File: config.mk
export PLATFORM = sky130hd
export DESIGN_NAME = pct_bank
export DESIGN_NICKNAME = d
export VERILOG_FILES = /design/src/rtl/pct_pkg.sv /design/src/rtl/pct_names.sv /design/src/rtl/pct_counter.sv /design/src/rtl/pct_bank.sv
export SDC_FILE = /design/constraint.sdc
export NUM_CORES = 1
export LEC_CHECK = 0
export BUFFER_PORTS_ARGS = -buffer_cell sky130_fd_sc_hd__buf_2
export CAP_MARGIN = 20
export CORE_UTILIZATION = 35
export CTS_CLUSTER_DIAMETER = 120
export DETAILED_ROUTE_END_ITERATION = 10
export SLEW_MARGIN = 20
export SYNTH_ARGS = -nofsm -noshare
export SYNTH_HDL_FRONTEND = slang
export SYNTH_SLANG_ARGS = --single-unit
File: constraint.sdc
create_clock -name clk -period 5.6 [get_ports clk]
set_input_delay 1.12 -clock clk [delete_from_list [all_inputs] [get_ports clk]]
set_output_delay 1.12 -clock clk [all_outputs]
set_load 0.02 [all_outputs]
File: src/rtl/pct_pkg.sv
package pct_pkg;
   localparam int ADDR_W = 12;
   localparam int DATA_W = 32;

   localparam logic [ADDR_W-1:0] A_CNT_LO   = 12'h250;
   localparam logic [ADDR_W-1:0] A_CNT_HI   = 12'h251;
   localparam logic [ADDR_W-1:0] A_SNP_LO   = 12'h252;
   localparam logic [ADDR_W-1:0] A_SNP_HI   = 12'h253;
   localparam logic [ADDR_W-1:0] A_CFG      = 12'h254;
   localparam logic [ADDR_W-1:0] A_CTRL     = 12'h255;
   localparam logic [ADDR_W-1:0] A_IDX      = 12'h256;
   localparam logic [ADDR_W-1:0] A_BLD_CNT  = 12'h0F5;
   localparam logic [ADDR_W-1:0] A_BLD_COND = 12'h0F6;
   localparam logic [ADDR_W-1:0] A_CIDX     = 12'h240;
   localparam logic [ADDR_W-1:0] A_NAME0    = 12'h241;
   localparam logic [ADDR_W-1:0] A_NAME1    = 12'h242;

   localparam int EN_BIT   = 0;
   localparam int CLR_BIT  = 16;
   localparam int SNAP_BIT = 17;

   function automatic logic [7:0] hex_char(input logic [3:0] n);
      return (n < 4'd10) ? (8'h30 + {4'h0, n}) : (8'h37 + {4'h0, n});
   endfunction

   // Eight ASCII bytes, first character in the lowest byte.
   function automatic logic [63:0] cond_name(input logic [7:0] j);
      if (j == 8'd0)
         return {8'h00, 8'h00, 8'h00, 8'h72, 8'h65, 8'h76, 8'h65, 8'h6E};
      return {8'h00, 8'h00, 8'h00, hex_char(j[3:0]), hex_char(j[7:4]),
              8'h64, 8'h6E, 8'h63};
   endfunction
endpackage

File: src/rtl/pct_names.sv
module pct_names import pct_pkg::*; #(
   parameter int NUM_COND = 8
) (
   input  logic [7:0]  cidx,
   output logic [31:0] word_lo,
   output logic [31:0] word_hi
);
   localparam logic [8:0] NCOND9 = 9'(NUM_COND);
   logic [63:0] name;

   always_comb begin
      if ({1'b0, cidx} < NCOND9) name = cond_name(cidx);
      else                       name = '0;
   end

   assign word_lo = name[31:0];
   assign word_hi = name[63:32];
endmodule

File: src/rtl/pct_counter.sv
module pct_counter #(
   parameter int CW       = 48,
   parameter int NUM_COND = 8
) (
   input  logic                clk,
   input  logic                rst_n,
   input  logic                en,
   input  logic                clr,
   input  logic                wr_lo,
   input  logic                wr_hi,
   input  logic                wr_cfg,
   input  logic [31:0]         wdata,
   input  logic [NUM_COND-2:0] cond,
   output logic [CW-1:0]       cnt,
   output logic [7:0]          cfg
);
   localparam int HW = CW - 32;

   logic [CW-1:0] cnt_q;
   logic [7:0]    cfg_q;
   logic          hit;
   logic [CW-1:0] lo_merge;
   logic [CW-1:0] hi_merge;

   always_comb begin
      hit = 1'b0;
      for (int k = 1; k < NUM_COND; k++)
         if (cfg_q == 8'(k)) hit = cond[k-1];
   end

   generate
      if (HW > 0) begin : g_wide
         assign lo_merge = {cnt_q[CW-1:32], wdata};
         assign hi_merge = {wdata[HW-1:0], cnt_q[31:0]};
      end else begin : g_narrow
         assign lo_merge = wdata;
         assign hi_merge = cnt_q;
      end
   endgenerate

   always_ff @(posedge clk) begin
      if (!rst_n) begin
         cnt_q <= '0;
         cfg_q <= '0;
      end else begin
         if (wr_cfg) cfg_q <= wdata[7:0];
         if (clr)             cnt_q <= '0;
         else if (wr_lo)      cnt_q <= lo_merge;
         else if (wr_hi)      cnt_q <= hi_merge;
         else if (en && hit)  cnt_q <= cnt_q + 1'b1;
      end
   end

   assign cnt = cnt_q;
   assign cfg = cfg_q;

   AST_CLEAR_ZEROES: assert property (@(posedge clk) disable iff (!rst_n)
      clr |=> (cnt_q == '0));
   AST_NEVER_HOLDS: assert property (@(posedge clk) disable iff (!rst_n)
      (cfg_q == 8'd0 && !clr && !wr_lo && !wr_hi) |=> $stable(cnt_q));
   AST_IDLE_HOLDS: assert property (@(posedge clk) disable iff (!rst_n)
      (!en && !clr && !wr_lo && !wr_hi) |=> $stable(cnt_q));
   AST_STEP_ONE: assert property (@(posedge clk) disable iff (!rst_n)
      (!clr && !wr_lo && !wr_hi) |=>
      (cnt_q == $past(cnt_q) || cnt_q == CW'($past(cnt_q) + 1'b1)));
endmodule

File: src/rtl/pct_bank.sv
module pct_bank import pct_pkg::*; #(
   parameter int          NUM_CNT   = 4,
   parameter int          NUM_COND  = 8,
   parameter int          SIZE_CODE = 1,
   parameter logic [7:0]  CNT_VER   = 8'h01,
   parameter logic [7:0]  COND_VER  = 8'h01
) (
   input  logic                clk,
   input  logic                rst_n,
   input  logic                bus_wr,
   input  logic [11:0]         bus_addr,
   input  logic [31:0]         bus_wdata,
   output logic [31:0]         bus_rdata,
   input  logic [NUM_COND-2:0] cond_in
);
   localparam int          CW    = 32 + 16 * SIZE_CODE;
   localparam int          HW    = CW - 32;
   localparam logic [6:0]  NCNT7 = 7'(NUM_CNT);
   localparam logic [31:0] BUILD_CNT_VAL  = {8'h00, 8'(NUM_CNT), 6'b0, 2'(SIZE_CODE), CNT_VER};
   localparam logic [31:0] BUILD_COND_VAL = {16'(NUM_COND), 8'h00, COND_VER};

   generate
      if (NUM_CNT < 1 || NUM_CNT > 64) begin : g_bad_cnt
         $error("NUM_CNT must lie in 1..64");
      end
      if (NUM_COND < 2 || NUM_COND > 256) begin : g_bad_cond
         $error("NUM_COND must lie in 2..256");
      end
      if (SIZE_CODE < 0 || SIZE_CODE > 2) begin : g_bad_size
         $error("SIZE_CODE must lie in 0..2");
      end
   endgenerate

   logic [5:0]    idx_q;
   logic [7:0]    cidx_q;
   logic          en_q;
   logic [CW-1:0] snap_q;
   logic          idx_ok;

   logic wr_idx, wr_cidx, wr_cfg, wr_ctrl, wr_lo, wr_hi;
   logic clr_cmd, snap_cmd;

   assign idx_ok   = ({1'b0, idx_q} < NCNT7);
   assign wr_idx   = bus_wr && (bus_addr == A_IDX);
   assign wr_cidx  = bus_wr && (bus_addr == A_CIDX);
   assign wr_cfg   = bus_wr && (bus_addr == A_CFG);
   assign wr_ctrl  = bus_wr && (bus_addr == A_CTRL);
   assign wr_lo    = bus_wr && (bus_addr == A_CNT_LO);
   assign wr_hi    = bus_wr && (bus_addr == A_CNT_HI);
   assign clr_cmd  = wr_ctrl && bus_wdata[CLR_BIT];
   assign snap_cmd = wr_ctrl && bus_wdata[SNAP_BIT];

   logic [CW-1:0] cnt_arr [NUM_CNT];
   logic [7:0]    cfg_arr [NUM_CNT];

   generate
      for (genvar i = 0; i < NUM_CNT; i++) begin : g_cnt
         logic hit_me;
         assign hit_me = idx_ok && (idx_q == 6'(i));
         pct_counter #(.CW(CW), .NUM_COND(NUM_COND)) u_cnt (
            .clk    (clk),
            .rst_n  (rst_n),
            .en     (en_q),
            .clr    (clr_cmd),
            .wr_lo  (wr_lo && hit_me),
            .wr_hi  (wr_hi && hit_me),
            .wr_cfg (wr_cfg && hit_me),
            .wdata  (bus_wdata),
            .cond   (cond_in),
            .cnt    (cnt_arr[i]),
            .cfg    (cfg_arr[i])
         );
      end
   endgenerate

   logic [CW-1:0] sel_cnt;
   logic [7:0]    sel_cfg;

   always_comb begin
      sel_cnt = '0;
      sel_cfg = '0;
      for (int i = 0; i < NUM_CNT; i++)
         if (idx_q == 6'(i)) begin
            sel_cnt = cnt_arr[i];
            sel_cfg = cfg_arr[i];
         end
   end

   always_ff @(posedge clk) begin
      if (!rst_n) begin
         idx_q  <= '0;
         cidx_q <= '0;
         en_q   <= 1'b0;
         snap_q <= '0;
      end else begin
         if (wr_idx)  idx_q  <= bus_wdata[5:0];
         if (wr_cidx) cidx_q <= bus_wdata[7:0];
         if (wr_ctrl) en_q   <= bus_wdata[EN_BIT];
         if (snap_cmd) snap_q <= idx_ok ? sel_cnt : '0;
      end
   end

   logic [31:0] name_lo, name_hi;

   pct_names #(.NUM_COND(NUM_COND)) u_names (
      .cidx    (cidx_q),
      .word_lo (name_lo),
      .word_hi (name_hi)
   );

   logic [31:0] cnt_hi_rd, snap_hi_rd;

   generate
      if (HW > 0) begin : g_hi_rd
         assign cnt_hi_rd  = 32'(sel_cnt[CW-1:32]);
         assign snap_hi_rd = 32'(snap_q[CW-1:32]);
      end else begin : g_no_hi_rd
         assign cnt_hi_rd  = '0;
         assign snap_hi_rd = '0;
      end
   endgenerate

   always_comb begin
      case (bus_addr)
         A_IDX:      bus_rdata = {26'b0, idx_q};
         A_CFG:      bus_rdata = idx_ok ? {24'b0, sel_cfg} : '0;
         A_CTRL:     bus_rdata = {31'b0, en_q};
         A_CNT_LO:   bus_rdata = idx_ok ? sel_cnt[31:0] : '0;
         A_CNT_HI:   bus_rdata = idx_ok ? cnt_hi_rd : '0;
         A_SNP_LO:   bus_rdata = snap_q[31:0];
         A_SNP_HI:   bus_rdata = snap_hi_rd;
         A_BLD_CNT:  bus_rdata = BUILD_CNT_VAL;
         A_BLD_COND: bus_rdata = BUILD_COND_VAL;
         A_CIDX:     bus_rdata = {24'b0, cidx_q};
         A_NAME0:    bus_rdata = name_lo;
         A_NAME1:    bus_rdata = name_hi;
         default:    bus_rdata = '0;
      endcase
   end

   AST_SNAP_CAPTURE: assert property (@(posedge clk) disable iff (!rst_n)
      (snap_cmd && idx_ok) |=> (snap_q == $past(sel_cnt)));
   AST_SNAP_HOLDS: assert property (@(posedge clk) disable iff (!rst_n)
      !snap_cmd |=> $stable(snap_q));
   AST_CMD_BITS_ZERO: assert property (@(posedge clk) disable iff (!rst_n)
      (bus_addr == A_CTRL) |-> (bus_rdata[SNAP_BIT:CLR_BIT] == 2'b00));
   AST_OOR_READ_ZERO: assert property (@(posedge clk) disable iff (!rst_n)
      (!idx_ok && bus_addr == A_CNT_LO) |-> (bus_rdata == 32'd0));
endmodule

==> flow_summary.ini <==
[die]
chipWidth_um = 226.4
die-area_um2 = 51250
ioPinCount = 86
initial_core_util_pct = 35.77
fp-row-count = 81
dieHeight_um = 226.4
core_um2 = 49250

[cts]
cts_tree = done
cts_max_level = 2
clkLatencyLatePin_ns = 0.57
cts_sinks = 287
postCtsResizedCells = 0
clockBufferDepth = 3
cts-buffers-inserted = 37
root_buffer = clkbuf_16
clk_pin_slew_ns = 0.06
cts_hold_buf = 0
cts_setup_buffers = 0

[logic_synthesis]
ys_seq_elements = 287
syn-num-nets = 2344
netlist_area_um2 = 17620
ys_seq_area_share_pct = 32.61
yosysUniqueCellTypes = 82
yosys_warnings = 0
synth_edf_count = 0
syn_inst = 2284
async_flop_share_pct = 0
synthFlopType = dfxtp_1
syn_area_per_cell_um2 = 7.715

[sta]
finalClockSkew_ns = 0.02482
period_minus_slack_ns = 4.968
max-slew-margin-rel_pct = 25.14
tns_ns = 0
rsz0062_at_grt = false
finalSetupViolCount = 0
final-hold-violation-count = 0
finalCritPeriodShare_pct = 88.72
hold_ws_ns = 0.4541
max_freq_mhz = 201.3
maxSlewViolCount = 0
worst_slew_pin_slew_ns = 1.119

[grt]
grt_antenna_before_repair = 6
grt_usage_pct = 29.76
grt_pass1_vias = 17370
gr-total-overflow = 0
grt_pass1_wl_mm = 113.2
grt_max_degree = 97

[pwr]
powerDensity_nw_per_um2 = 234.1
irDropWorstVdd_v = 0.0001723
power.leakage_uw = 0.006102

[worst_setup_path]
critical-path-slowest-cell = nor2_1
arrival_ns = 3.85
cp_max_fo = 7
cp-end-kind = primary output
critical_path_required_ns = 4.48
cp_cell_sequence = buf_2, nor4_2, nand3_1, nor3_1, nand3_1, nor2_1, a221oi_1, nand2_1, buf_2
start_kind = input port
path_class = input port to primary output
max_stage_delay_ns = 0.62

[min_path]
worst_hold_path_type = flip-flop to flip-flop

[placement]
gp_routability_congestion = 0.9695
portBuffers = 85
dpl-instance-area_um2 = 18630
dp.cells = 2922
dpl.hpwl_mm = 55.12

[cells_and_area]
final_area_um2 = 19850
nNetsFinal = 2358
final_layout_size_suffix_gt1_share_pct = 12.04
area_growth_pct = 12.64
final_cells = 2990

[detailed_routing]
wirelength_mm = 77.19
routed_via_density = 6.332
drtIter0Drc = 2804
drtAntennaViolNets = 0
drcViolationCount = 0
wl_per_cell_um = 25.82
via_count = 18930
drtPass1Iterations = 9

[run_status]
status = finished, final reports clean

[job]
cap_violations = 0
[synthesized netlist by cell type, types with 7 or more instances]
library cell	number	area share, %
and3_1	30	1.1
inv_1	28	0.60
a221oi_1	8	0.40
o2111ai_1	8	0.40
nor2_1	152	3.2
dfxtp_1	287	33
a21oi_1	202	5.7
clkbuf_1	101	2.2
a211oi_1	63	2.7
xnor2_1	76	3.8
a21o_1	16	0.68
a221o_1	10	0.57
nand2_1	386	8.2
buf_1	9	0.19
xor2_1	44	2.2
a22oi_1	35	1.5
or4_1	13	0.55
o21ai_1	12	0.34
and4_1	13	0.65
mux4_2	46	5.9
nand3_1	124	3.5
nor3_1	76	2.2
nand4_1	72	2.6
o21ai_0	141	4.0
a31oi_1	40	1.4
mux2i_1	19	1.1
buf_2	37	1.1
a22o_1	7	0.35
o211ai_1	11	0.47
nor4_1	25	0.89
nor2b_1	8	0.28
or3_1	13	0.46
and2_1	53	1.9
[cell type report]
| class | count | area (µm²) |
|---|---|---|
| repair buffers | 126 | 758.2 |
| clock buffers | 53 | 1036 |
| fillers | 5078 | 29410 |
| inverters | 29 | 108.9 |
| flip-flops and latches | 287 | 5753 |
| well taps | 664 | 830.8 |
| diodes | 1 | 2.502 |
| clock inverters | 13 | 157.7 |
| multi-input cells | 1817 | 11200 |
[metrics by stage]
step / util, % / power [µW] / worst slack [ns]
after floorplan: - / 2151 / 1.382
after detailed placement: 37.83 / 2248 / 0.6530
final: 40.30 / 4646 / 0.6319
after global placement: 37.83 / 2248 / 0.7706
after CTS: 40.25 / 4657 / 0.6408
after global routing: 40.29 / 4749 / 0.4724
[registers in the layout (all words and copies together), names as in the netlist]
register and cells:
g_cnt.u_cnt.cnt 192, cidx_q 8, idx_q 6, en_q 1
snap_q 48, g_cnt.u_cnt.cfg 32
[metal layers]
layer	global-route usage [%]	vias up	part of all wire [%]
li1	-	8426	-
met1	40.02	9079	40
met2	44.48	1175	42
met3	6.401	250	11
met4	15.61	2	5.8
met5	0	-	0.016
[cells by family (layout without fill, tap and decap cells)]
family	after synthesis	in the layout	share of synthesized area (%)
buffers and inverters	180	221	4.189
AOI/OAI and AO/OA	603	603	21.07
adders and majority gates	6	6	0.4260
other	0	1	0
xor gates and xnor gates	120	120	5.965
and+or+nand+nor	1019	1019	28.53
muxes	69	69	7.214
DFF	287	287	32.61
[path summary, 6_finish.rpt]
kind	from	slack [ns]	to	cells past startpoint
setup / recovery	bus_addr[3]	0.63	bus_rdata[8]	9
hold / removal	snap_q[46]	0.45	snap_q[46]	2
setup reg to reg	idx_q[1]	1.95	g_cnt[1].u_cnt.cnt[45]	8
hold reg to reg	snap_q[46]	0.45	snap_q[46]	2
[placed cells by master, fill, tap and decap left out, drive strengths merged, types with 10 or more instances in the layout]
master and instances:
nand2 387, dfxtp 287, a21oi 203, nor2 154, o21ai 154, nand3 127, buf 126, nor3 83
xnor2 76, nand4 73, a211oi 63, and2 53, clkbuf 53, mux4 46, xor2 44, a31oi 40
a22oi 35, inv 31, and3 30, nor4 30, mux2i 19, a21o 16, or3 16, or4 13
and4 13, o211ai 11, a221o 10
[worst max-delay path: cells and delay by family]
kind	cells	cell delay, ns
AOI/OAI and AO/OA	1	0.11
buffers and inverters	2	0.30
and+or+nand+nor	6	2.31
[where the power goes]
group	leakage, µW	total (µW)	internal, µW	switching, µW
Sequential	0.00231	2040	2040	0.316
Clock	0.000584	2440	1430	1010
Combinational	0.00321	168	28.6	139
Note: power is estimated with default switching activity, not from simulation.
